File: src/rtl/gpio_sc_pkg.sv
package gpio_sc_pkg;

  localparam int unsigned WORD_W = 32;

  localparam int unsigned OFF_LEVEL = 'h00;
  localparam int unsigned OFF_DIR   = 'h04;
  localparam int unsigned OFF_SET   = 'h08;
  localparam int unsigned OFF_CLR   = 'h0C;
  localparam int unsigned OFF_RISE  = 'h10;
  localparam int unsigned OFF_FALL  = 'h14;
  localparam int unsigned OFF_EDGE  = 'h18;
  localparam int unsigned OFF_AUX   = 'h20;

  typedef logic [WORD_W-1:0] word_t;

  typedef enum logic [2:0] {
    WOP_DIR,
    WOP_SET,
    WOP_CLR,
    WOP_EDGE,
    WOP_AUX,
    WOP_BAD
  } wr_op_t;

  typedef enum logic [1:0] {
    RK_LEVEL,
    RK_DIR,
    RK_AUX,
    RK_BAD
  } rd_kind_t;

  // A set/clear is allowed when the data touches at least one output bit.
  function automatic logic touches_output(input word_t data, input word_t dir);
    return |(data & dir);
  endfunction

  function automatic word_t apply_set(input word_t level, input word_t data);
    return level | data;
  endfunction

  function automatic word_t apply_clr(input word_t level, input word_t data);
    return level & ~data;
  endfunction

endpackage

File: src/rtl/gpio_sc_decode.sv
module gpio_sc_decode
  import gpio_sc_pkg::*;
#(
  parameter int unsigned ADDR_W = 8
) (
  input  logic [ADDR_W-1:0] addr,
  output wr_op_t            wr_op,
  output rd_kind_t          rd_kind
);

  localparam logic [ADDR_W-1:0] A_LEVEL = ADDR_W'(OFF_LEVEL);
  localparam logic [ADDR_W-1:0] A_DIR   = ADDR_W'(OFF_DIR);
  localparam logic [ADDR_W-1:0] A_SET   = ADDR_W'(OFF_SET);
  localparam logic [ADDR_W-1:0] A_CLR   = ADDR_W'(OFF_CLR);
  localparam logic [ADDR_W-1:0] A_RISE  = ADDR_W'(OFF_RISE);
  localparam logic [ADDR_W-1:0] A_FALL  = ADDR_W'(OFF_FALL);
  localparam logic [ADDR_W-1:0] A_EDGE  = ADDR_W'(OFF_EDGE);
  localparam logic [ADDR_W-1:0] A_AUX   = ADDR_W'(OFF_AUX);

  always_comb begin
    wr_op = WOP_BAD;
    if (addr == A_DIR)       wr_op = WOP_DIR;
    else if (addr == A_SET)  wr_op = WOP_SET;
    else if (addr == A_CLR)  wr_op = WOP_CLR;
    else if (addr == A_RISE || addr == A_FALL || addr == A_EDGE)
                             wr_op = WOP_EDGE;
    else if (addr == A_AUX)  wr_op = WOP_AUX;
  end

  always_comb begin
    rd_kind = RK_BAD;
    if (addr == A_LEVEL)     rd_kind = RK_LEVEL;
    else if (addr == A_DIR)  rd_kind = RK_DIR;
    else if (addr == A_AUX)  rd_kind = RK_AUX;
  end

endmodule

File: src/rtl/gpio_sc_regs.sv
module gpio_sc_regs
  import gpio_sc_pkg::*;
(
  input  logic   clk,
  input  logic   rst_n,
  input  logic   wr,
  input  wr_op_t wr_op,
  input  word_t  wdata,
  output word_t  level,
  output word_t  dir,
  output word_t  aux,
  output logic   gate_miss
);

  logic is_setclr;
  logic gate_hit;

  assign is_setclr = wr && (wr_op == WOP_SET || wr_op == WOP_CLR);
  assign gate_hit  = touches_output(wdata, dir);
  assign gate_miss = is_setclr && !gate_hit;

  always_ff @(posedge clk or negedge rst_n) begin
    if (!rst_n) begin
      level <= '0;
      dir   <= '0;
      aux   <= '0;
    end else if (wr) begin
      case (wr_op)
        WOP_DIR: dir <= wdata;
        WOP_SET: if (gate_hit) level <= apply_set(level, wdata);
        WOP_CLR: if (gate_hit) level <= apply_clr(level, wdata);
        WOP_AUX: aux <= wdata;
        default: ;
      endcase
    end
  end


  dir_load_chk: assert property (@(posedge clk) disable iff (!rst_n)
    (wr && wr_op == WOP_DIR) |=> (dir == $past(wdata)));


  set_lands_chk: assert property (@(posedge clk) disable iff (!rst_n)
    (wr && wr_op == WOP_SET && !gate_miss) |=> ((level & $past(wdata)) == $past(wdata)));


  clr_lands_chk: assert property (@(posedge clk) disable iff (!rst_n)
    (wr && wr_op == WOP_CLR && !gate_miss) |=> ((level & $past(wdata)) == '0));


  gate_hold_chk: assert property (@(posedge clk) disable iff (!rst_n)
    gate_miss |=> $stable(level));


  edge_noop_chk: assert property (@(posedge clk) disable iff (!rst_n)
    (wr && wr_op == WOP_EDGE) |=> ($stable(level) && $stable(dir) && $stable(aux)));


  bad_wr_noop_chk: assert property (@(posedge clk) disable iff (!rst_n)
    (wr && wr_op == WOP_BAD) |=> ($stable(level) && $stable(dir) && $stable(aux)));

endmodule

File: src/rtl/gpio_sc_rdport.sv
module gpio_sc_rdport
  import gpio_sc_pkg::*;
(
  input  logic     clk,
  input  logic     rst_n,
  input  logic     rd,
  input  rd_kind_t rd_kind,
  input  word_t    level,
  input  word_t    dir,
  input  word_t    aux,
  output word_t    rdata
);

  word_t sel_word;

  always_comb begin
    case (rd_kind)
      RK_LEVEL: sel_word = level;
      RK_DIR:   sel_word = dir;
      RK_AUX:   sel_word = aux;
      default:  sel_word = '0;
    endcase
  end

  always_ff @(posedge clk or negedge rst_n) begin
    if (!rst_n)  rdata <= '0;
    else if (rd) rdata <= sel_word;
  end


  rdata_hold_chk: assert property (@(posedge clk) disable iff (!rst_n)
    !rd |=> $stable(rdata));


  bad_read_zero_chk: assert property (@(posedge clk) disable iff (!rst_n)
    (rd && rd_kind == RK_BAD) |=> (rdata == '0));

endmodule

File: src/rtl/gpio_sc_top.sv
module gpio_sc_top
  import gpio_sc_pkg::*;
#(
  parameter int unsigned ADDR_W = 8
) (
  input  logic              clk,
  input  logic              rst_n,
  input  logic [ADDR_W-1:0] bus_addr,
  input  logic              bus_wr,
  input  logic              bus_rd,
  input  logic [31:0]       bus_wdata,
  output logic [31:0]       bus_rdata,
  output logic [31:0]       pad_out,
  output logic [31:0]       pad_oe,
  output logic              access_err
);

  wr_op_t   wr_op;
  rd_kind_t rd_kind;
  word_t    level_w, dir_w, aux_w;
  logic     gate_miss;
  logic     wr_err, rd_err;

  gpio_sc_decode #(.ADDR_W(ADDR_W)) u_dec (
    .addr    (bus_addr),
    .wr_op   (wr_op),
    .rd_kind (rd_kind)
  );

  gpio_sc_regs u_regs (
    .clk       (clk),
    .rst_n     (rst_n),
    .wr        (bus_wr),
    .wr_op     (wr_op),
    .wdata     (bus_wdata),
    .level     (level_w),
    .dir       (dir_w),
    .aux       (aux_w),
    .gate_miss (gate_miss)
  );

  gpio_sc_rdport u_rd (
    .clk     (clk),
    .rst_n   (rst_n),
    .rd      (bus_rd),
    .rd_kind (rd_kind),
    .level   (level_w),
    .dir     (dir_w),
    .aux     (aux_w),
    .rdata   (bus_rdata)
  );

  assign wr_err     = (bus_wr && wr_op == WOP_BAD) || gate_miss;
  assign rd_err     = bus_rd && rd_kind == RK_BAD;
  assign access_err = wr_err || rd_err;
  assign pad_out    = level_w;
  assign pad_oe     = dir_w;


  err_needs_access_chk: assert property (@(posedge clk) disable iff (!rst_n)
    access_err |-> (bus_wr || bus_rd));


  miss_flags_err_chk: assert property (@(posedge clk) disable iff (!rst_n)
    gate_miss |-> access_err);

endmodule

File: config.mk
export PLATFORM = sky130hd
export DESIGN_NAME = gpio_sc_top
export DESIGN_NICKNAME = d
export VERILOG_FILES = /design/src/rtl/gpio_sc_pkg.sv /design/src/rtl/gpio_sc_decode.sv /design/src/rtl/gpio_sc_regs.sv /design/src/rtl/gpio_sc_rdport.sv /design/src/rtl/gpio_sc_top.sv
export SDC_FILE = /design/constraint.sdc
export NUM_CORES = 1
export LEC_CHECK = 0
export BUFFER_PORTS_ARGS = -buffer_cell sky130_fd_sc_hd__buf_4
export CAP_MARGIN = 20
export CORE_UTILIZATION = 35
export CTS_CLUSTER_DIAMETER = 120
export DETAILED_ROUTE_END_ITERATION = 8
export PLACE_DENSITY = 0.59
export SLEW_MARGIN = 5
export SYNTH_ARGS = -nofsm -noshare
export SYNTH_HDL_FRONTEND = slang
export SYNTH_HIERARCHICAL = 1
export SYNTH_SLANG_ARGS = --single-unit
File: constraint.sdc
create_clock -name clk -period 2.5 [get_ports clk]
set_input_delay 0.25 -clock clk [delete_from_list [all_inputs] [get_ports clk]]
set_output_delay 0.25 -clock clk [all_outputs]
set_load 0.1 [all_outputs]
# After elaboration in Yosys (flattened, before gate mapping)
# Index checks and enable logic that the tools add are counted.
word_totals:
  regBits: 128
  mem_count: 0
  latch_bits: 0
  wordCells: 54
  in_bits: 44
  rom_bits: 0
  output_inout_bits: 97
  mem_bits_rw: 0
op_classes:
  n_bitwise: 4
  n_shift: 0
  multipliers: 0
  eq_ne: 16
  muxes: 12
  order_cmp: 0
  reduce_logical: 18
  div: 0
  add_sub_neg: 0
ops:
  columns: ["cell", "n"]
  rows:
  - ["$pmux W32 S3", 1]
  - ["$and A32 B32 Y32", 2]
  - ["$mux W32", 2]
  - ["$pmux W32 S2", 1]
  - ["$not A32 Y32", 1]
  - ["$or A32 B32 Y32", 1]
  - ["$reduce_or A32 Y1", 1]
  - ["$eq A8 B5 Y1 const B", 3]
  - ["$eq A8 B4 Y1 const B", 2]
  - ["$mux W3", 4]
  - ["$eq A8 B3 Y1 const B", 1]
  - ["$eq A8 B6 Y1 const B", 1]
  - ["$logic_not A8 Y1", 1]
  - ["$eq A3 B3 Y1 const B", 2]
  - ["$logic_or A1 B1 Y1", 5]
  - ["$eq A2 B2 Y1 const B", 2]
  - ["$logic_and A1 B1 Y1", 4]
  - ["$mux W2", 2]
  - ["$ne A2 B1 Y1 const B", 2]
  - ["$reduce_and A2 Y1", 2]
  - ["$reduce_and A4 Y1", 1]
  - ["$eq A3 B1 Y1 const B", 1]
  - ["$eq A3 B2 Y1 const B", 1]
  - ["$logic_not A3 Y1", 1]
  - ["other kinds (5)", 6]

# Depth between registers and ports, before layout
# Gate-level depths: netlist of the first run.
logic_depth:
  depth_word: 13
  ltp_mapped: 8
  ltp_nobuf: 7

# Cells and area by module
# The synthesis of the first run kept the hierarchy.
by_module_without_submodules:
  columns: ["module", "area_each_um2", "instances", "cells_per_inst", "seq_area_each_um2"]
  rows:
  - ["gpio_sc_regs", 4236.6, 1, 305, 2402.3]
  - ["gpio_sc_rdport", 2000.7, 1, 182, 800.8]
  - ["gpio_sc_decode", 93.8, 1, 12, 0.0]
  - ["gpio_sc_top", 18.8, 1, 3, 0.0]

# Worst setup path after synthesis of the first run
# OpenSTA, ideal clock, no wires.
synth_path:
  kind: "input to output"
  startpoint: "input port bus_addr[1]"
  endpoint: "output port access_err"
  arrival_time_ps: 2804
  cell_stages: 7
  required_ps: 2250
  path_slack_ps: -554
  n_path_buf: 1
  path_cell_list: "or4_4 -> or4_1 -> nor3b_2 -> buf_6 -> and3_1 -> a31oi_1 -> nand2_1"
synth_via:
  elab_chain_cells: 13
  elab_cells_between_ends: 29
  cone_classes: "eq/ne: 11; mux: 8; reduce/logical: 10"
synth_rtl:
  columns: ["item", "line_no", "source"]
  rows:
  - ["start, declared", "gpio_sc_top.sv:8", "input logic [ADDR_W-1:0] bus_addr,"]
  - ["$eq A8 B5 Y1", "gpio_sc_decode.sv:25", "else if (addr == A_RISE || addr == A_FALL || addr == A_EDGE)"]
  - ["$logic_or A1 B1 Y1 (2 in a row)", "gpio_sc_decode.sv:25", null]
  - ["$mux W3", "gpio_sc_decode.sv:25", null]
  - ["$mux W3", "gpio_sc_decode.sv:24", "else if (addr == A_CLR) wr_op = WOP_CLR;"]
  - ["$mux W3", "gpio_sc_decode.sv:23", "else if (addr == A_SET) wr_op = WOP_SET;"]
  - ["$mux W3 (*)", "gpio_sc_decode.sv:22", "if (addr == A_DIR) wr_op = WOP_DIR;"]
  - ["named net wr_op[2]", "gpio_sc_top.sv:18", "wr_op_t wr_op;"]
  - ["$eq A3 B1 Y1 or $eq A3 B2 Y1 (tied branches)", "gpio_sc_regs.sv:18", "assign is_setclr = wr && (wr_op == WOP_SET || wr_op == WOP_CLR);"]
  - ["$logic_or A1 B1 Y1 (*)", "gpio_sc_regs.sv:18", null]
  - ["$logic_and A1 B1 Y1 (*)", "gpio_sc_regs.sv:18", null]
  - ["$logic_and A1 B1 Y1 (*)", "gpio_sc_regs.sv:20", "assign gate_miss = is_setclr && !gate_hit;"]
  - ["named net gate_miss", "gpio_sc_top.sv:21", "logic gate_miss;"]
  - ["$logic_or A1 B1 Y1 (*)", "gpio_sc_top.sv:53", "assign wr_err = (bus_wr && wr_op == WOP_BAD) || gate_miss;"]
  - ["$logic_or A1 B1 Y1 (*)", "gpio_sc_top.sv:55", "assign access_err = wr_err || rd_err;"]
  - ["end, declared", "gpio_sc_top.sv:15", "output logic access_err"]
# Mark *: on every way through the listed nets, which the timed path passes. The rest lies on a longest branch.

# Worst setup path after layout of the first run
layout_path:
  startpoint: "input port bus_addr[6]"
  endpoint: "output port access_err"
# Same word-level chain as after synthesis.

==> impl_metrics.tcl, run 1 <==
set metrics [dict create \
    drive_gt1_frac 0.473 \
    period_share 0.976 \
    synth_ff_type "dfrtp_1" \
    hpwl_um 12300 \
    grt_max_degree 65 \
    diodes 0 \
    startpoint_type "primary input" \
    clock_path_buffers 2 \
    leakagePower_nw 4.07 \
    antenna_found_initial 0 \
    syn_nets 546 \
    tightest_slew_ns 0.566 \
    yosysUniqueCellTypes 35 \
    status "completed" \
    fin_crit_ns 2.44 \
    finalMaxSlewViolations 0 \
    htreeDepth 4 \
    min_path_type "in -> reg" \
    grt_pass1_wl_um 28100 \
    clock_sinks 128 \
    met2_length_um 8970 \
    cts_root_buffer "clkbuf_16" \
    yosys_warnings 6 \
    insertion_delay_ns 0.42 \
    clk_pin_slew_worst_paths_ns 0.06 \
    yosys.area_share.simple 0.0934 \
    synth_compound_area_frac 0.111 \
    drt-total-wl_um 18100 \
    reg2regPathDepth 7 \
    stdcell_area_sq_um 8330 \
    fin_skew_ns 0.0142 \
    layout_common_cells "buf_4, dfrtp_1, mux2_2, nand2_1, nand4b_1" \
    synth.area.mux_share 0.221 \
    synthArstFlopShare 1.00 \
    drc 0 \
    slew_headroom 0.623 \
    initial_utilization 0.363 \
    postRouteAntennaNets 0 \
    dieWidth_um 137 \
    ys_seq_area_frac 0.504 \
    first_iter_violations 187 \
    hold_viol_final 0 \
    cts_tree "yes" \
    r2r_start "u_regs/dir[5]" \
    powerDensity_nw_per_um2 597 \
    syn_avg_cell_area_sq_um 12.6 \
    holdPathEnd "u_regs/dir[12]" \
    synth_edf_count 0 \
    die_h_um 137 \
    vdd_drop_max_mv 0.448 \
    crit_type "in -> out" \
    grt_pass1_vias 4767 \
    worst-path-max-fanout 3 \
    gr-total-overflow 0 \
    routabilityCongestion 0.771 \
    syn_inst 502 \
    first_pass_iters 4 \
    setup_viol 0 \
    drt-vias-per-instance 5.29 \
    placed_cell_area_sq_um 7700 \
    dieArea_sq_um 18700 \
    r2r_slack_ns 0.37 \
    area_growth_pct 31.3 \
    hold_depth 2 \
    layout.nets 695 \
    synth_top_family_by_area "multiplexers" \
    drt-wirelength-per-cell_um 20.4 \
    maxCapViolCount 0 \
    final_common_cell "buf_4" \
    core_sq_um 17500 \
    syn-cell-area_sq_um 6350 \
    critPathArrivalTime_ns 2.19 \
    synth_xor_area_frac 0.00138 \
    wl_met3_um 1070 \
    hp-start "bus_wdata[12]" \
    critPathCaptureType "primary output" \
    wl_met1_um 7900 \
    port_buffers 140 \
    synthAdderAreaFrac 0 \
    num_rows 48 \
    cts_made_buffers 17 \
    via_count 4702 \
    boundaryPins 141 \
    synth_seq_cells 128 \
    whs_ns 0.0965 \
    worstPathRequired_ns 2.25 \
    highest_layer "met4" \
    track_usage 0.204 \
    fmax_mhz 410 \
    total_power_mw 4.98 \
]
==> critical path, cell delays in order <==
cell and delay, ns:
buf_4 0.11, or4_4 0.55, buf_4 0.17, a211oi_4 0.28
xnor2_2 0.12, nor3b_4 0.19, and3_4 0.21, a31oi_4 0.05
nand2_8 0.10, buf_12 0.17
==> metal layers <==
metal | up-vias | track usage
met5 | - | 0
met4 | 0 | 0.0654
met3 | 10 | 0.0433
met2 | 147 | 0.328
met1 | 2385 | 0.272
li1 | 2160 | -
==> where the power goes <==
part           total [mW]  switching [mW]  internal [mW]  leakage [nW]
clock                2.35           0.862           1.48         0.273
sequential           2.18          0.0401           2.14          1.77
combinational       0.450           0.285          0.165          2.02
total                4.98            1.19           3.79          4.07
==> cell families after synthesis <==
family | Yosys count
buffers and inverters | 72
multiplexers | 128
XOR/XNOR | 1
AO/OA/AOI/OAI | 84
AND/OR/NAND/NOR | 89
flip-flops | 128
==> how the worst max path moves through the flow <==
stage | endpoint | start | cells past startpoint
3_3_place_gp | flop | bus_addr[6] | 8
6_report | access_err | bus_addr[6] | 10
2_1_floorplan | access_err | bus_addr[6] | 7
4_1_cts | access_err | u_regs/dir[4] | 7
3_5_place_dp | flop | bus_addr[6] | 8
5_1_grt | access_err | bus_addr[6] | 10
==> per-stage QoR <==
stage                     TNS [ns]  setup WS (ns)  utilization  std cells
after floorplan            -0.0273        -0.0273            -        502
after global placement       -6.58         -0.184        0.441        852
after detailed placement     -9.41         -0.245        0.441        852
after CTS                        0        0.00440        0.473        885
after global routing       -0.0428        -0.0428        0.477        889
final                            0         0.0607        0.477        889
==> synthesized netlist by cell type (2+ instances only) <==
library cell | count | share of area
a21oi_2 | 29 | 0.040
clkbuf_1 | 4 | 0.0024
dfrtp_1 | 128 | 0.50
nand4b_1 | 33 | 0.046
and3_1 | 2 | 0.0020
a21oi_1 | 3 | 0.0024
mux2_1 | 27 | 0.048
buf_6 | 10 | 0.018
a22oi_1 | 16 | 0.019
buf_12 | 3 | 0.0095
nand4_1 | 3 | 0.0030
inv_1 | 32 | 0.019
mux2_2 | 69 | 0.12
buf_4 | 7 | 0.0083
nor2_1 | 2 | 0.0012
nand2b_1 | 2 | 0.0020
buf_2 | 16 | 0.013
mux2i_1 | 32 | 0.050
nand2_1 | 36 | 0.021
or4_1 | 2 | 0.0024
o221ai_1 | 32 | 0.044
==> final cells by class <==
cell class,count,area [sq um]
Clock inverter,7,85.1
Clock buffer,25,465
Fill cell,1617,9140
Inverter,32,120
Sequential cell,128,3200
Tap cell,225,282
Multi-Input combinational cell,302,2810
Timing Repair Buffer,170,1370
==> repair_timing <==
action / CTS / global route
pin swaps: 1 / 7
setup buffers: 0 / 4
setup endpoints to repair: 1 / 1
hold endpoints to repair: 57 / 0
cloned: 0 / 0
resized for setup: 3 / 6
hold buffers: 1 / 0
(Power assumes the default switching activity.)
==> run 2, diff against run 1 <==
Settings changed: SYNTH_HIERARCHICAL 1 to unset.
==> run 2 against run 1 <==
Compared with the run above:
- clock skew down 0.0055 ns
- utilization increased by 0.40 points
- critical path depth down 4
==> impl_metrics.tcl, run 2 <==
set metrics [dict create \
    hold_viol_final 0 \
    reg2regPathDepth 6 \
    cts_made_buffers 17 \
    drt-vias-per-instance 5.22 \
    boundaryPins 141 \
    clockPowerShare 0.443 \
    n_fill_cell 1550 \
    power_frac_comb 0.170 \
    p_switching_mw 1.67 \
    die_h_um 132 \
    grt_pass1_wl_um 27400 \
    yosysTopAreaCell "dfrtp_1" \
    crit_path_start "u_regs.dir[2]" \
    antenna_found_initial 0 \
    worst-path-max-fanout 4 \
    r2r_start "u_regs.dir[2]" \
    yosysUniqueCellTypes 29 \
    fmax_mhz 408 \
    gr-total-overflow 0 \
    layout_setup_ws_ns 0.0464 \
    cp-endpoint "access_err" \
    fin_skew_ns 0.00877 \
    area_growth_pct 34.4 \
    clock_path_buffers 2 \
    syn_avg_cell_area_sq_um 12.0 \
    synthArstFlopShare 1.00 \
    swShare 0.291 \
    powerDensity_nw_per_um2 719 \
    startpoint_type "flop" \
    r2r_slack_ns 0.35 \
    dieWidth_um 132 \
    clock_sinks 128 \
    core_sq_um 16600 \
    via_count 4580 \
    grt_setup_unrepaired "false" \
    num_rows 47 \
    crit_cells 6 \
    status "completed" \
    critPathArrivalTime_ns 2.20 \
    insertion_delay_ns 0.42 \
    crit_type "reg -> out" \
    postRouteAntennaNets 0 \
    ys_seq_area_frac 0.540 \
    slew_headroom 0.445 \
    grt_pass1_vias 4785 \
    p_seq_frac 0.388 \
    clk_pin_slew_worst_paths_ns 0.05 \
    yosysMostFrequentCell "dfrtp_1" \
    drive_gt1_frac 0.377 \
    slowest_delay_ns 0.42 \
    cpLargestDelayFamily "simple AND/OR/NAND/NOR gates" \
    leakagePower_nw 3.82 \
    finalSetupTns_ns 0 \
    syn-cell-area_sq_um 5930 \
    synth_area_leaders "dfrtp_1, mux2_1, a22oi_1" \
    maxCapViolCount 0 \
    setup_viol 0 \
    cpMaxStageDelayCell "dfrtp_2" \
    finalMaxSlewViolations 0 \
    initial_utilization 0.358 \
    layout.nets 689 \
    fin_crit_ns 2.45 \
    p_int_mw 4.06 \
    crit_chain "a22o_1 > a221oi_1 > and4_2 > nand3_1 > nand3_2 > buf_12" \
    drc 0 \
    tightest_slew_ns 0.833 \
    cts_tree "yes" \
    dp_slack_ns 0.252 \
    critPathCaptureType "primary output" \
    vdd_drop_max_mv 0.513 \
    first_pass_iters 5 \
    port_buffers 140 \
    syn_inst 496 \
    synth_seq_cells 128 \
    track_usage 0.205 \
    min_path_type "in -> reg" \
    drt-wirelength-per-cell_um 19.7 \
    grt_max_degree 89 \
    routabilityCongestion 0.814 \
    stdcell_area_sq_um 7970 \
    dieArea_sq_um 17500 \
    htreeDepth 4 \
    period_share 0.981 \
    first_iter_violations 282 \
    final_common_cell "buf_4" \
    placed_cell_area_sq_um 7310 \
    netlist_top_cells_count "dfrtp_1, mux2_1, a22oi_1" \
    diodes 0 \
    worstPathRequired_ns 2.25 \
    synth_ff_type "dfrtp_1" \
    syn_nets 540 \
    worst-path-buf-inv 1 \
    synth_edf_count 0 \
    hpwl_um 11700 \
    synth_top_area_share 0.540 \
    cts_root_buffer "clkbuf_16" \
    drt-total-wl_um 17300 \
    yosys_warnings 0 \
    layout_common_cells "buf_4, dfrtp_1, mux2_1, a22oi_1, a21oi_1" \
]
==> run 2: changes by cell type after synthesis, moves of 30 or more <==
| cell | before | now |
|---|---|---|
| o21ai_1 | 0 | 30 |
| mux2_2 | 69 | 7 |
| nand4b_1 | 33 | 0 |
| mux2_1 | 27 | 89 |
| nor2b_1 | 0 | 32 |
| o221ai_1 | 32 | 0 |
| inv_1 | 32 | 1 |
| a21oi_1 | 3 | 36 |
| mux2i_1 | 32 | 0 |
==> run 2: metrics by stage <==
stage | total power [mW] | utilization | cells | hold slack (ns)
4_1_cts | 5.75 | 0.479 | 873 | 0.0620
3_3_place_gp | 3.19 | 0.441 | 841 | 0.385
6_report | 5.73 | 0.481 | 877 | 0.0719
2_1_floorplan | 2.85 | - | 496 | -0.0456
3_5_place_dp | 3.20 | 0.441 | 841 | 0.396
5_1_grt | 5.93 | 0.481 | 877 | 0.0729
==> run 2: area by class of cell <==
class                   instances  area [sq um]  area share
clock buffers                  25           495      0.0621
well taps                     220           275      0.0345
multi-input cells             331          2580       0.323
clock inverters                 6           105      0.0132
flip-flops and latches        128          3220       0.403
inverters                       1          3.75    0.000471
repair buffers                166          1300       0.163
==> run 2: logic make-up (layout without fill, tap and decap cells) <==
group | after synthesis | in the layout | synth area share
flip-flops | 128 | 128 | 0.540
AND/OR/NAND/NOR | 85 | 85 | 0.0793
buffers and inverters | 37 | 198 | 0.0310
multiplexers | 96 | 96 | 0.182
AO/OA/AOI/OAI | 150 | 150 | 0.168
==> run 2: power groups by stage <==
stage                     logic (mW)  registers, mW  clock network, mW
after global placement         0.936           2.26                  0
final                          0.972           2.22               2.54
after CTS                      0.951           2.22               2.57
after global routing            1.02           2.23               2.68
after detailed placement       0.943           2.26                  0
after floorplan                0.242           2.61                  0
==> run 2: per-layer routing <==
metal / track usage / wire length (um) / vias up
met1: 0.294 / 7950 / 2302
met4: 0.0677 / 125 / 0
met3: 0.0500 / 1110 / 12
met2: 0.303 / 8060 / 146
met5: 0 / 0 / -
li1: - / - / 2120
==> run 2: repair_timing <==
action | 4_1_cts | 5_1_grt
pin swaps | 0 | 1
setup endpoints to repair | 1 | 1
setup buffers | 0 | 4
hold buffers | 1 | 0
gates resized for setup | 5 | 0
endpoints found under the hold margin | 85 | 0
==> run 2: worst min-delay path by stage <==
stage	start	end	slack [ns]	depth (start not counted)
final	bus_wdata[7]	u_regs.dir[7]	0.07	2
after global routing	bus_wdata[13]	u_regs.dir[13]	0.07	2
after CTS	bus_wdata[31]	u_regs.aux[31]	0.06	2
after detailed placement	rst_n	u_rd.rdata[22]	0.40	1
after global placement	rst_n	u_rd.rdata[24]	0.38	1
after floorplan	rst_n	asynchronous set/reset pin	-0.05	0
==> run 3, diff against run 2 <==
Settings changed: ABC_AREA set to 1.
==> run 3 against run 2 <==
Compared with the run above:
- sequential power about the same
- non-clock buffer count is 9 lower
- routed wire length is 2.4% higher
- flip-flop and latch count did not move
- power fell by 4.0%
- final area fell by 1.6%
- clock-buffer cell count stayed put
- final cell count rose by 31%
- critical path depth rose by 2
- clock skew shrank 0.0011 ns
- first-iteration DRC count rose by 16%
- largest cell class unchanged
==> impl_metrics.tcl, run 3 <==
set metrics [dict create \
    status "completed" \
    n_fill_cell 1706 \
    synth_xor_area_frac 0 \
    synth_area_leaders "dfrtp_1, nand2_1, nand3_1" \
    track_usage 0.213 \
    drc 0 \
    yosys.area_share.simple 0.352 \
    swShare 0.303 \
    power_frac_comb 0.171 \
    initial_utilization 0.360 \
    num_rows 47 \
    maxCapViolCount 0 \
    grt_max_degree 65 \
    setup_viol 0 \
    port_buffers 140 \
    htreeDepth 4 \
    slew_headroom 0.566 \
    hold_depth 3 \
    instances_no_fill 1149 \
    area_growth_pct 30.5 \
    fin_crit_ns 2.23 \
    yosys_warnings 0 \
    routabilityCongestion 0.788 \
    drive_gt1_frac 0.210 \
    final_common_cell "nand2_1" \
    clock_path_buffers 2 \
    synth_edf_count 0 \
    period_share 0.892 \
    leakagePower_nw 4.21 \
    critPathArrivalTime_ns 1.98 \
    min_path_type "in -> reg" \
    clock_sinks 128 \
    cts_made_buffers 17 \
    fin_skew_ns 0.00767 \
    syn_avg_cell_area_sq_um 7.65 \
    syn_inst 785 \
    grt_setup_unrepaired "false" \
    drt-wirelength-per-cell_um 15.4 \
    gr-total-overflow 0 \
    yosysTopAreaCell "dfrtp_1" \
    p_seq_frac 0.403 \
    grt_pass1_wl_um 28600 \
    postRouteAntennaNets 0 \
    dieArea_sq_um 17700 \
    hold_viol_final 0 \
    grt_pass1_vias 5288 \
    syn-cell-area_sq_um 6010 \
    p_int_mw 3.84 \
    netlist_top_cells_count "nand2_1, dfrtp_1, nand3_1" \
    final_util 0.470 \
    yosysMostFrequentCell "nand2_1" \
    layout_common_cells "nand2_1, buf_4, dfrtp_1, nand3_1, o21ai_0" \
    critPathCaptureType "primary output" \
    cts_root_buffer "clkbuf_16" \
    clk_pin_slew_worst_paths_ns 0.06 \
    first_pass_iters 4 \
    placed_cells 1117 \
    reg2regPathDepth 10 \
    drt-total-wl_um 17700 \
    startpoint_type "flop" \
    clockPowerShare 0.425 \
    cts_tree "yes" \
    tightest_slew_ns 0.652 \
    fmax_mhz 448 \
    boundaryPins 141 \
    hpwl_um 11400 \
    vdd_drop_max_mv 0.487 \
    layout.nets 961 \
    ys_seq_area_frac 0.533 \
    dieWidth_um 133 \
    synth_top_family_by_area "simple AND/OR/NAND/NOR gates" \
    drt-vias-per-instance 4.78 \
    synth_top_area_share 0.533 \
    synth_compound_area_frac 0.0533 \
    diodes 0 \
    crit_type "reg -> out" \
    cts_resized 0 \
    cts_setup_buffers 0 \
    synth.area.mux_share 0 \
    via_count 5487 \
    finalSetupTns_ns 0 \
    yosysUniqueCellTypes 19 \
    first_iter_violations 327 \
    core_sq_um 16700 \
    powerDensity_nw_per_um2 702 \
    total_power_mw 5.50 \
    antenna_found_initial 0 \
    synthAdderAreaFrac 0 \
    synth_seq_cells 128 \
    worst-path-max-fanout 4 \
    insertion_delay_ns 0.41 \
    die_h_um 133 \
    p_switching_mw 1.67 \
    synth_ff_type "dfrtp_1" \
    syn_nets 829 \
    worstPathRequired_ns 2.25 \
    synthArstFlopShare 1.00 \
    finalMaxSlewViolations 0 \
]
## run 3: changes by cell type after synthesis, sizes merged, moves of 10 or more
cell,before,now
nand2,36,380
mux2,96,0
nand3,3,70
a21oi,65,0
a22oi,40,0
inv,1,38
nor2b,32,0
nand4,3,33
o21ai,35,64
nor2,3,24
clkbuf,13,23
## run 3: final cells by class
| cell class | instances | area [sq um] | share of cell area |
|---|---|---|---|
| Tap cell | 220 | 275 | 0.0351 |
| Timing Repair Buffer | 157 | 1210 | 0.154 |
| Multi-Input combinational cell | 574 | 2450 | 0.312 |
| Clock inverter | 6 | 55.1 | 0.00702 |
| Sequential cell | 128 | 3200 | 0.408 |
| Inverter | 39 | 146 | 0.0187 |
| Clock buffer | 25 | 505 | 0.0645 |
## run 3: path summary, 6_finish.rpt
path,to,from,slack (ns)
setup / recovery,access_err,u_regs.dir[14],0.27
hold / removal,flop,bus_wdata[5],0.12
setup reg to reg,flop,u_regs.dir[14],0.77
hold reg to reg,u_rd.rdata[29],u_rd.rdata[29],0.47
max in group asynchronous,u_rd.rdata[29],rst_n,1.54
min in group asynchronous,asynchronous set/reset pin,rst_n,0.29
## run 3: metal layers
layer	routed length, um	vias up	global-route usage	share of wire
met5	0	-	0	0
met4	247	0	0.0779	0.014
met3	1070	15	0.0579	0.061
met2	7880	150	0.315	0.45
met1	8460	2545	0.297	0.48
li1	-	2777	-	-
## run 3: kinds of logic after synthesis
family | count (synthesis)
DFF | 128
and+or+nand+nor | 510
buffers and inverters | 83
AOI/OAI and AO/OA | 64
## run 3: timing repair
action,4_1_cts,5_1_grt
setup endpoints to repair,0,0
hold endpoints to repair,30,0
hold buffers,1,0
## run 3: worst max-delay path, stage by stage, from the launching register on
cell     delay [ns]
dfrtp_1        0.41
nand2_1        0.08
nand2_1        0.07
nor2_1         0.15
nand2_1        0.10
nor2_1         0.22
nand3_1        0.12
nand3_1        0.12
buf_4          0.30
## run 3: stage by stage
| step | worst slack [ns] | hold WS (ns) | cell area (sq um) |
|---|---|---|---|
| global route | 0.150 | 0.114 | 7840 |
| CTS | 0.228 | 0.102 | 7840 |
| finish | 0.270 | 0.119 | 7840 |
| detailed placement | 0.668 | 0.160 | 7270 |
| floorplan | 0.173 | -0.0456 | 6010 |
| global placement | 0.652 | 0.163 | 7270 |
## run 3: power by group through the flow
stage | sequential, mW | clock, mW | combinational, mW
after floorplan | 2.62 | 0 | 0.248
after global placement | 2.25 | 0 | 0.945
after detailed placement | 2.25 | 0 | 0.947
after CTS | 2.22 | 2.39 | 0.950
after global routing | 2.23 | 2.49 | 1.01
final | 2.22 | 2.34 | 0.944
